File: config.mk
export PLATFORM = sky130hd
export DESIGN_NAME = tx_desc_dma
export DESIGN_NICKNAME = d
export VERILOG_FILES = /design/src/rtl/txd_pkg.sv /design/src/rtl/txd_desc_decode.sv /design/src/rtl/txd_ring_index.sv /design/src/rtl/txd_byte_serializer.sv /design/src/rtl/tx_desc_dma.sv
export SDC_FILE = /design/constraint.sdc
export NUM_CORES = 1
export LEC_CHECK = 0
export BUFFER_PORTS_ARGS = -buffer_cell sky130_fd_sc_hd__buf_2
export CELL_PAD_IN_SITES_DETAIL_PLACEMENT = 0
export CELL_PAD_IN_SITES_GLOBAL_PLACEMENT = 2
export CORE_UTILIZATION = 31
export DETAILED_ROUTE_END_ITERATION = 16
export PLACE_DENSITY = 0.86
export REMOVE_ABC_BUFFERS = 1
export SLEW_MARGIN = 20
export SYNTH_ARGS = -nofsm -noshare
export SYNTH_HDL_FRONTEND = slang
export SYNTH_HIERARCHICAL = 1
export SYNTH_SLANG_ARGS = --single-unit
File: constraint.sdc
create_clock -name clk -period 3.6 [get_ports clk]
set_clock_uncertainty 0.15 [all_clocks]
set_input_delay 0 -clock clk [delete_from_list [all_inputs] [get_ports clk]]
set_output_delay 0 -clock clk [all_outputs]
set_load 0.05 [all_outputs]
File: src/rtl/txd_pkg.sv
package txd_pkg;
  localparam int LW = 16;
  localparam int SW = 32;
  localparam int ST_READY = 15;
  localparam int ST_WRAP  = 14;
  localparam int ST_PAD   = 13;
  localparam int ST_CRC   = 12;
  localparam int ST_LAST  = 11;
  localparam int LEN_LSB  = 16;
  // ready, underrun, retry count and line flags are cleared on accept
  localparam logic [SW-1:0] CLEAR_MASK = 32'h0000_81FF;

  typedef enum logic [2:0] {
    S_IDLE, S_WAIT_BD, S_FETCH, S_STREAM, S_FINISH
  } eng_state_e;
endpackage

File: src/rtl/txd_desc_decode.sv
module txd_desc_decode
  import txd_pkg::*;
(
  input  logic [SW-1:0] status,
  input  logic          mode_pad,
  input  logic          mode_huge,
  input  logic          mode_crc,
  input  logic [LW-1:0] min_frame,
  input  logic [LW-1:0] max_frame,
  output logic          ready,
  output logic [LW-1:0] len,
  output logic [LW-1:0] min_len,
  output logic [LW-1:0] max_len,
  output logic          add_crc,
  output logic [SW-1:0] clean
);
  always_comb begin
    ready   = status[ST_READY];
    len     = status[LEN_LSB +: LW];
    min_len = (status[ST_PAD] || mode_pad) ? min_frame : len;
    max_len = mode_huge ? len : max_frame;
    add_crc = mode_crc || (status[ST_CRC] && status[ST_LAST]);
    clean   = status & ~CLEAR_MASK;
  end
endmodule

File: src/rtl/txd_ring_index.sv
module txd_ring_index #(
  parameter int NUM_BD = 4,
  localparam int IDXW = $clog2(2 * NUM_BD)
) (
  input  logic            clk,
  input  logic            rst_n,
  input  logic            advance,
  input  logic            wrap,
  output logic [IDXW-1:0] idx
);
  localparam logic [IDXW-1:0] LAST_PAIR = IDXW'(2 * (NUM_BD - 1));

  always_ff @(posedge clk) begin
    if (!rst_n) begin
      idx <= '0;
    end else if (advance) begin
      if (wrap || idx >= LAST_PAIR) idx <= '0;
      else                          idx <= idx + IDXW'(2);
    end
  end
endmodule

File: src/rtl/txd_byte_serializer.sv
module txd_byte_serializer #(
  parameter int WW = 32,
  localparam int NB = WW / 8,
  localparam int RW = $clog2(NB + 1)
) (
  input  logic          clk,
  input  logic          rst_n,
  input  logic          load,
  input  logic [WW-1:0] word,
  input  logic [RW-1:0] nbytes,
  input  logic          frame_end,
  input  logic          out_ready,
  output logic          out_valid,
  output logic [7:0]    out_data,
  output logic          out_last,
  output logic          word_done
);
  logic [WW-1:0] sh;
  logic [RW-1:0] rem;
  logic          fe;

  always_ff @(posedge clk) begin
    if (!rst_n) begin
      sh  <= '0;
      rem <= '0;
      fe  <= 1'b0;
    end else if (load) begin
      sh  <= word;
      rem <= nbytes;
      fe  <= frame_end;
    end else if (out_valid && out_ready) begin
      sh  <= {sh[WW-9:0], 8'h00};
      rem <= rem - RW'(1);
    end
  end

  assign out_valid = (rem != '0);
  assign out_data  = sh[WW-1 -: 8];
  assign out_last  = fe && (rem == RW'(1));
  assign word_done = out_valid && out_ready && (rem == RW'(1));
endmodule

File: src/rtl/tx_desc_dma.sv
module tx_desc_dma
  import txd_pkg::*;
#(
  parameter int AW = 32,
  parameter int NUM_BD = 4,
  localparam int IDXW = $clog2(2 * NUM_BD)
) (
  input  logic            clk,
  input  logic            rst_n,
  input  logic            tx_en,
  input  logic            mode_pad,
  input  logic            mode_huge,
  input  logic            mode_crc,
  input  logic [15:0]     min_frame,
  input  logic [15:0]     max_frame,
  input  logic            mask_txb,
  input  logic            mask_txe,
  output logic [IDXW-1:0] bd_idx,
  input  logic [31:0]     bd_status,
  input  logic [AW-1:0]   bd_bufaddr,
  output logic            bd_wr_en,
  output logic [31:0]     bd_wr_data,
  output logic            mem_req,
  output logic [AW-1:0]   mem_addr,
  input  logic            mem_valid,
  input  logic [31:0]     mem_rdata,
  output logic            tx_valid,
  output logic [7:0]      tx_data,
  output logic            tx_last,
  input  logic            tx_ready,
  input  logic            tx_fail,
  output logic [15:0]     frame_min,
  output logic [15:0]     frame_max,
  output logic            frame_crc,
  output logic            done_ok,
  output logic            done_err,
  output logic            irq
);
  localparam int CW = LW + 1;
  localparam int WB = 4;
  localparam int RW = $clog2(WB + 1);

  eng_state_e    state;
  logic [CW-1:0] count;
  logic [LW-1:0] len_q;
  logic [AW-1:0] base_q;
  logic [SW-1:0] stat_q;
  logic          fail_q;

  logic          dec_ready, dec_crc;
  logic [LW-1:0] dec_len, dec_min, dec_max;
  logic [SW-1:0] dec_clean;

  logic [CW-1:0] len_ext, remaining;
  logic [RW-1:0] nbytes;
  logic          frame_end, ser_load, word_done, finishing;

  txd_desc_decode u_dec (
    .status    (bd_status),
    .mode_pad  (mode_pad),
    .mode_huge (mode_huge),
    .mode_crc  (mode_crc),
    .min_frame (min_frame),
    .max_frame (max_frame),
    .ready     (dec_ready),
    .len       (dec_len),
    .min_len   (dec_min),
    .max_len   (dec_max),
    .add_crc   (dec_crc),
    .clean     (dec_clean)
  );

  assign finishing = (state == S_FINISH);

  txd_ring_index #(.NUM_BD(NUM_BD)) u_ring (
    .clk     (clk),
    .rst_n   (rst_n),
    .advance (finishing),
    .wrap    (stat_q[ST_WRAP]),
    .idx     (bd_idx)
  );

  always_comb begin
    len_ext   = {1'b0, len_q};
    remaining = len_ext - count;
    nbytes    = (remaining >= CW'(WB)) ? RW'(WB) : RW'(remaining);
    frame_end = (count + CW'(WB)) >= len_ext;
    ser_load  = (state == S_FETCH) && mem_valid;
  end

  txd_byte_serializer #(.WW(32)) u_ser (
    .clk       (clk),
    .rst_n     (rst_n),
    .load      (ser_load),
    .word      (mem_rdata),
    .nbytes    (nbytes),
    .frame_end (frame_end),
    .out_ready (tx_ready),
    .out_valid (tx_valid),
    .out_data  (tx_data),
    .out_last  (tx_last),
    .word_done (word_done)
  );

  always_ff @(posedge clk) begin
    if (!rst_n) begin
      state     <= S_IDLE;
      count     <= '0;
      len_q     <= '0;
      base_q    <= '0;
      stat_q    <= '0;
      fail_q    <= 1'b0;
      frame_min <= '0;
      frame_max <= '0;
      frame_crc <= 1'b0;
    end else begin
      case (state)
        S_IDLE: if (tx_en) state <= S_WAIT_BD;
        S_WAIT_BD: begin
          if (dec_ready) begin
            stat_q    <= dec_clean;
            len_q     <= dec_len;
            base_q    <= bd_bufaddr;
            count     <= '0;
            fail_q    <= 1'b0;
            frame_min <= dec_min;
            frame_max <= dec_max;
            frame_crc <= dec_crc;
            state     <= (dec_len == '0) ? S_FINISH : S_FETCH;
          end else if (!tx_en) begin
            state <= S_IDLE;
          end
        end
        S_FETCH: begin
          if (mem_valid) begin
            count <= count + CW'(WB);
            state <= S_STREAM;
          end
        end
        S_STREAM: begin
          if (tx_valid && tx_ready && tx_fail) fail_q <= 1'b1;
          if (word_done) state <= (count >= len_ext) ? S_FINISH : S_FETCH;
        end
        S_FINISH: state <= S_IDLE;
        default:  state <= S_IDLE;
      endcase
    end
  end

  assign mem_req    = (state == S_FETCH);
  assign mem_addr   = base_q + AW'(count);
  assign bd_wr_en   = finishing;
  assign bd_wr_data = stat_q;
  assign done_ok    = finishing && !fail_q;
  assign done_err   = finishing && fail_q;
  assign irq        = finishing && (mask_txb || mask_txe);
endmodule

=== After elaboration in Yosys (flattened, before gate mapping) ===
Cells that the tools add are included.
W data, S select, Z words.

* Output and inout bits: 115
* Logic and storage cells: 79
* Register bits: 163
* Input port bits: 139

* Order comparisons: 4
* Reduce and logical (&&, ||, !) cells: 24
* Add/subtract/negate cells: 5
* Mux-type cells: 22
* Equality and inequality tests: 11

{| class="wikitable"
|+ Operators with widths
! kind !! count
|-
| $mux W32 || 2
|-
| $ge A17 B16 Y1 || 2
|-
| $mux W17 || 2
|-
| $pmux W17 S2 || 1
|-
| $mux W3 || 11
|-
| $add A32 B17 Y32 || 1
|-
| $mux W16 || 2
|-
| $add A17 B3 Y17 const B || 1
|-
| $ge A17 B3 Y1 const B || 1
|-
| $sub A16 B17 Y17 || 1
|-
| $logic_not A16 Y1 || 1
|-
| $pmux W3 S4 || 1
|-
| $logic_and A1 B1 Y1 || 9
|-
| $eq A3 B1 Y1 const B || 2
|-
| $eq A3 B2 Y1 const B || 2
|-
| $ne A2 B2 Y1 const B || 3
|-
| $reduce_and A3 Y1 || 2
|-
| $reduce_bool A2 Y1 || 3
|-
| $logic_or A1 B1 Y1 || 4
|-
| $ne A2 B1 Y1 const B || 2
|-
| $reduce_and A4 Y1 || 1
|-
| $add A3 B2 Y3 const B || 1
|-
| $eq A3 B3 Y1 const B || 1
|-
| $ge A3 B3 Y1 const B || 1
|-
| other kinds (8) || 9
|}

=== Logic depth before layout (Yosys ltp) ===
* Depth in word-level cells: 5
* Gate-level depth with buffers: 15
* Depth with buffers taken out: 14

=== Hierarchy ===
Netlist, hierarchy kept.

{| class="wikitable"
|+ Modules (own cells, without submodules)
! module !! instances !! cells an instance !! area each (µm²) !! seq. area each (µm²)
|-
| tx_desc_dma || 1 || 935 || 7,325.8 || 2,642.5
|-
| txd_byte_serializer || 1 || 205 || 1,741.7 || 720.7
|-
| txd_desc_decode || 1 || 87 || 830.8 || 0.0
|-
| txd_ring_index || 1 || 12 || 112.6 || 40.0
|}

=== Worst setup path before layout ===
Ideal clock, no wire load.

* Path kind: flip-flop to flip-flop
* From: reg count[8]
* To: reg u_ser.rem[2]
* Setup slack: 0.380 ns
* Clock period less this slack: 3.220 ns
* Cell stages (with the launch flop): 11
* Arrival time: 2.948 ns
* Buffers on the path: 0
* Library setup time: 0.121 ns
* Data required time: 3.329 ns
* Cells stage by stage: dfxtp_1 -> inv_1 -> ha_1 -> and4_1 -> a211o_1 -> a21o_2 -> a2111o_1 -> or4_4 -> or3_1 -> o21ai_0 -> a21oi_1

* Longest elaborated chain between the ends: 4

{| class="wikitable"
|+ Ends and longest elaborated chain
! item !! RTL line !! text
|-
| start, declared || tx_desc_dma.sv:44 || <nowiki>logic [CW-1:0] count;</nowiki>
|-
| start signal, assigned || tx_desc_dma.sv:136 || <nowiki>count <= count + CW'(WB);</nowiki>
|-
| $sub A16 B17 Y17 || tx_desc_dma.sv:85 || <nowiki>remaining = len_ext - count;</nowiki>
|-
| $ge A17 B3 Y1 || tx_desc_dma.sv:86 || <nowiki>nbytes = (remaining >= CW'(WB)) ? RW'(WB) : RW'(remaining);</nowiki>
|-
| $mux W3 || tx_desc_dma.sv:86 ||
|-
| named net nbytes[2] || tx_desc_dma.sv:55 || <nowiki>logic [RW-1:0] nbytes;</nowiki>
|-
| $mux W3 || txd_byte_serializer.sv:27 || <nowiki>end else if (load) begin</nowiki>
|-
| end signal, assigned || txd_byte_serializer.sv:29 || <nowiki>rem <= nbytes;</nowiki>
|-
| end signal, assigned || txd_byte_serializer.sv:33 || <nowiki>rem <= rem - RW'(1);</nowiki>
|-
| end, declared || txd_byte_serializer.sv:19 || <nowiki>logic [RW-1:0] rem;</nowiki>
|}

The timed path passes the listed nets, and every way through them passes these cells.
A chain may end at the register's enable or synchronous reset.

=== Worst setup path in the final report ===
* From: reg count[7]
* To: reg u_ser.rem[2]

Same word-level chain as after synthesis.

==> impl_metrics.toml <==
[route]
drcViolationCount = 0
drtIter0Drc = 411
wl_mm = 29.1
drt-vias-per-instance = 4.80
postRouteAntennaNets = 0
wl_per_cell_um = 14.9
vias = 9370
firstDrtPassIters = 8

[layout]
fill_cells = 3169
nets = 1725
diodes = 0
final_cell_mix = "nand2_1 (272), buf_2 (242), dfxtp_1 (166), dlygate4sd3_1 (142), a21boi_0 (125)"
drive_above_1_share = 0.228
area_growth_syn_to_layout_pct = 31.9
final_cells = 1951
postLayoutCellArea_mm2 = 0.0132
final_common_cell = "nand2_1"

[global_route]
grt_max_degree = 86
use_met2 = 0.310
grt-ovfl-total = 0
gr-usage-met3 = 0.0423
grt_busiest_layer = "met2"
antenna_found_initial = 0
grt_use_total = 0.177
grt_use_met1 = 0.218
grt_pass1_wl_mm = 47.5
grt_pass1_vias = 9320

[timing]
timing.hold.ws_ps = 68.3
worst_slack_ps = 194
finalCritPeriodShare = 0.946
period_minus_slack_ps = 3410
hold_violations = 0
setup_viol = 0
tightest_slew_ps = 827
fmax_mhz = 294
setup_tns_ps = 0
timing.slew.headroom = 0.449
slew_viol_final = 0

[pwr]
p_per_area_mw_per_mm2 = 413
p_leak_nw = 5.58
vdd_ir_drop_max_uv = 284

[clock_tree]
clk_pin_slew_worst_paths_ps = 70
htree_levels = 4
cts_num_sinks = 170
cts_buffers = 17
cts_tree = "yes"
clkLatencyLatePin_ps = 430
post_cts_buffers = 0
clock_path_buffers = 2
root_buffer = "clkbuf_16"

[synth]
synth_seq_cells = 170
yosys_warnings = 6
synth_ff_type = "dfxtp_1"
synth_top_family_by_area = "compound AO/OA/AOI/OAI gates"
async_reset_ff_frac = 0
syn_area_mm2 = 0.0100
syn-instance-count = 1239
syn_area_per_cell_um2 = 8.08
post_synth_num_cell_types = 79
synthSimpleGateAreaFrac = 0.199
synth_compound_area_frac = 0.212
synthAdderAreaFrac = 0.0625
synth_seq_area_share = 0.340
synth-edff-count = 0
synth_xor_area_frac = 0.0402
synthMuxAreaShare = 0.0469

[setup_path]
cpPeakStageDelay_ps = 560
worst_setup_path_start_kind = "flip-flop"
rr_worst_depth = 10
worst-setup-path-type = "flip-flop to flip-flop"
cp_slowest_cell = "or4_4"
critPathCaptureType = "flip-flop"
worstPathRequired_ps = 3730
arrival_ps = 3530
crit_chain = "inv_1 > ha_1 > and4_1 > a211o_1 > a21o_2 > a2111o_1 > or4_4 > or3_1 > o21ai_0 > a21oi_1"
critPathMaxFanout = 5

[floorplan]
die-height_um = 182
std_cell_rows = 65
die_w_um = 182
start_util = 0.316
die_area_mm2 = 0.0330
coreArea_mm2 = 0.0316
ios = 254

[placed_design]
portBuffers = 243
dp_hpwl_mm = 19.3
gp_congestion = 0.854
dpl-instance-area_mm2 = 0.0111
pre_cts_ws_ps = 78.6
place_inst = 1777

[hold_path]
hold_depth = 5
hp-class = "primary input to flip-flop"

[run]
cap_viol_max_count = 0

[run_status]
status = "finished, final reports clean"
[state kept, by name (all words and copies together), names as in the netlist]
register	cells
u_ser/sh	32
state	3
frame_crc	1
frame_max	16
u_ser/fe	1
u_ser/rem	3
u_ring/idx	2
base_q	32
bd_wr_data	32
fail_q	1
count	15
frame_min	16
len_q	16
[logic make-up after synthesis]
group | count (synthesis)
mux | 39
other cells | 4
flops | 170
buf+inv | 181
fa+ha+maj | 50
compound gates | 312
xor+xnor | 46
simple gates | 437
[stage by stage]
| stage | util | total power (W) |
|---|---|---|
| final | 0.417 | 0.00546 |
| after global placement | 0.352 | 0.00341 |
| after global routing | 0.417 | 0.00574 |
| after floorplan | - | 0.00301 |
| after CTS | 0.416 | 0.00552 |
| after detailed placement | 0.352 | 0.00342 |
[cell usage after synthesis (all sizes together) (3+ instances only)]
| cell type | number | share of area |
|---|---|---|
| conb | 4 | 0.0015 |
| buf | 79 | 0.059 |
| nand2 | 273 | 0.10 |
| o211ai | 11 | 0.0082 |
| nor4 | 14 | 0.0087 |
| a211oi | 28 | 0.021 |
| nor2 | 32 | 0.013 |
| a21o | 10 | 0.0076 |
| a21oi | 43 | 0.022 |
| mux2i | 6 | 0.0060 |
| o21a | 5 | 0.0037 |
| nor4b | 3 | 0.0026 |
| and2 | 8 | 0.0051 |
| mux2 | 33 | 0.041 |
| xor2 | 13 | 0.011 |
| nor3 | 7 | 0.0035 |
| xnor2 | 33 | 0.029 |
| inv | 43 | 0.016 |
| a31oi | 10 | 0.0062 |
| nand3 | 34 | 0.017 |
| ha | 50 | 0.062 |
| a21boi | 126 | 0.094 |
| nor2b | 13 | 0.0084 |
| and3 | 13 | 0.0086 |
| nand2b | 7 | 0.0044 |
| dfxtp | 170 | 0.34 |
| clkbuf | 57 | 0.022 |
| nand4 | 15 | 0.0094 |
| o21ai | 56 | 0.028 |
[path summary, 6_finish.rpt]
| path | startpoint | end | slack (ps) |
|---|---|---|---|
| worst min register to register | frame_min[4] | frame_min[4] | 310 |
| worst max-delay path | count[7] | u_ser/rem[2] | 190 |
| worst max register to register | count[7] | u_ser/rem[2] | 190 |
| worst min-delay path | mode_pad | frame_min[5] | 70 |
[what timing repair did]
action	CTS	global route
endpoints found under the hold margin	142	0
resized for setup	0	10
endpoints found under the setup margin	0	5
hold buffers	142	0
[metal layers]
metal | vias to the layer above | wire length [um]
li1 | 4779 | -
met5 | - | 0
met3 | 13 | 1450
met4 | 0 | 341
met1 | 4368 | 13300
met2 | 210 | 14000
[critical path, delay by kind of cell, from the launching register on]
kind,cells,cell delay [ps]
simple gates,3,1170
buf+inv,1,90
flops,1,380
compound gates,5,1100
fa+ha+maj,1,360
[cell type report]
cell class	count	area (um2)	share of cell area
multi-input cells	897	5700	0.432
flip-flops and latches	170	3410	0.258
repair buffers	405	2800	0.212
well taps	402	503	0.0381
clock buffers	18	429	0.0325
clock inverters	14	189	0.0143
inverters	45	171	0.0130
[where the power goes]
| part | switching (W) | total, W | internal [W] | leakage [nW] |
|---|---|---|---|---|
| sequential | 0.0000668 | 0.00208 | 0.00201 | 1.38 |
| clock | 0.000845 | 0.00196 | 0.00111 | 0.292 |
| combinational | 0.000894 | 0.00142 | 0.000528 | 3.91 |
| total | 0.00181 | 0.00546 | 0.00365 | 5.58 |
(Power assumes the default switching activity.)
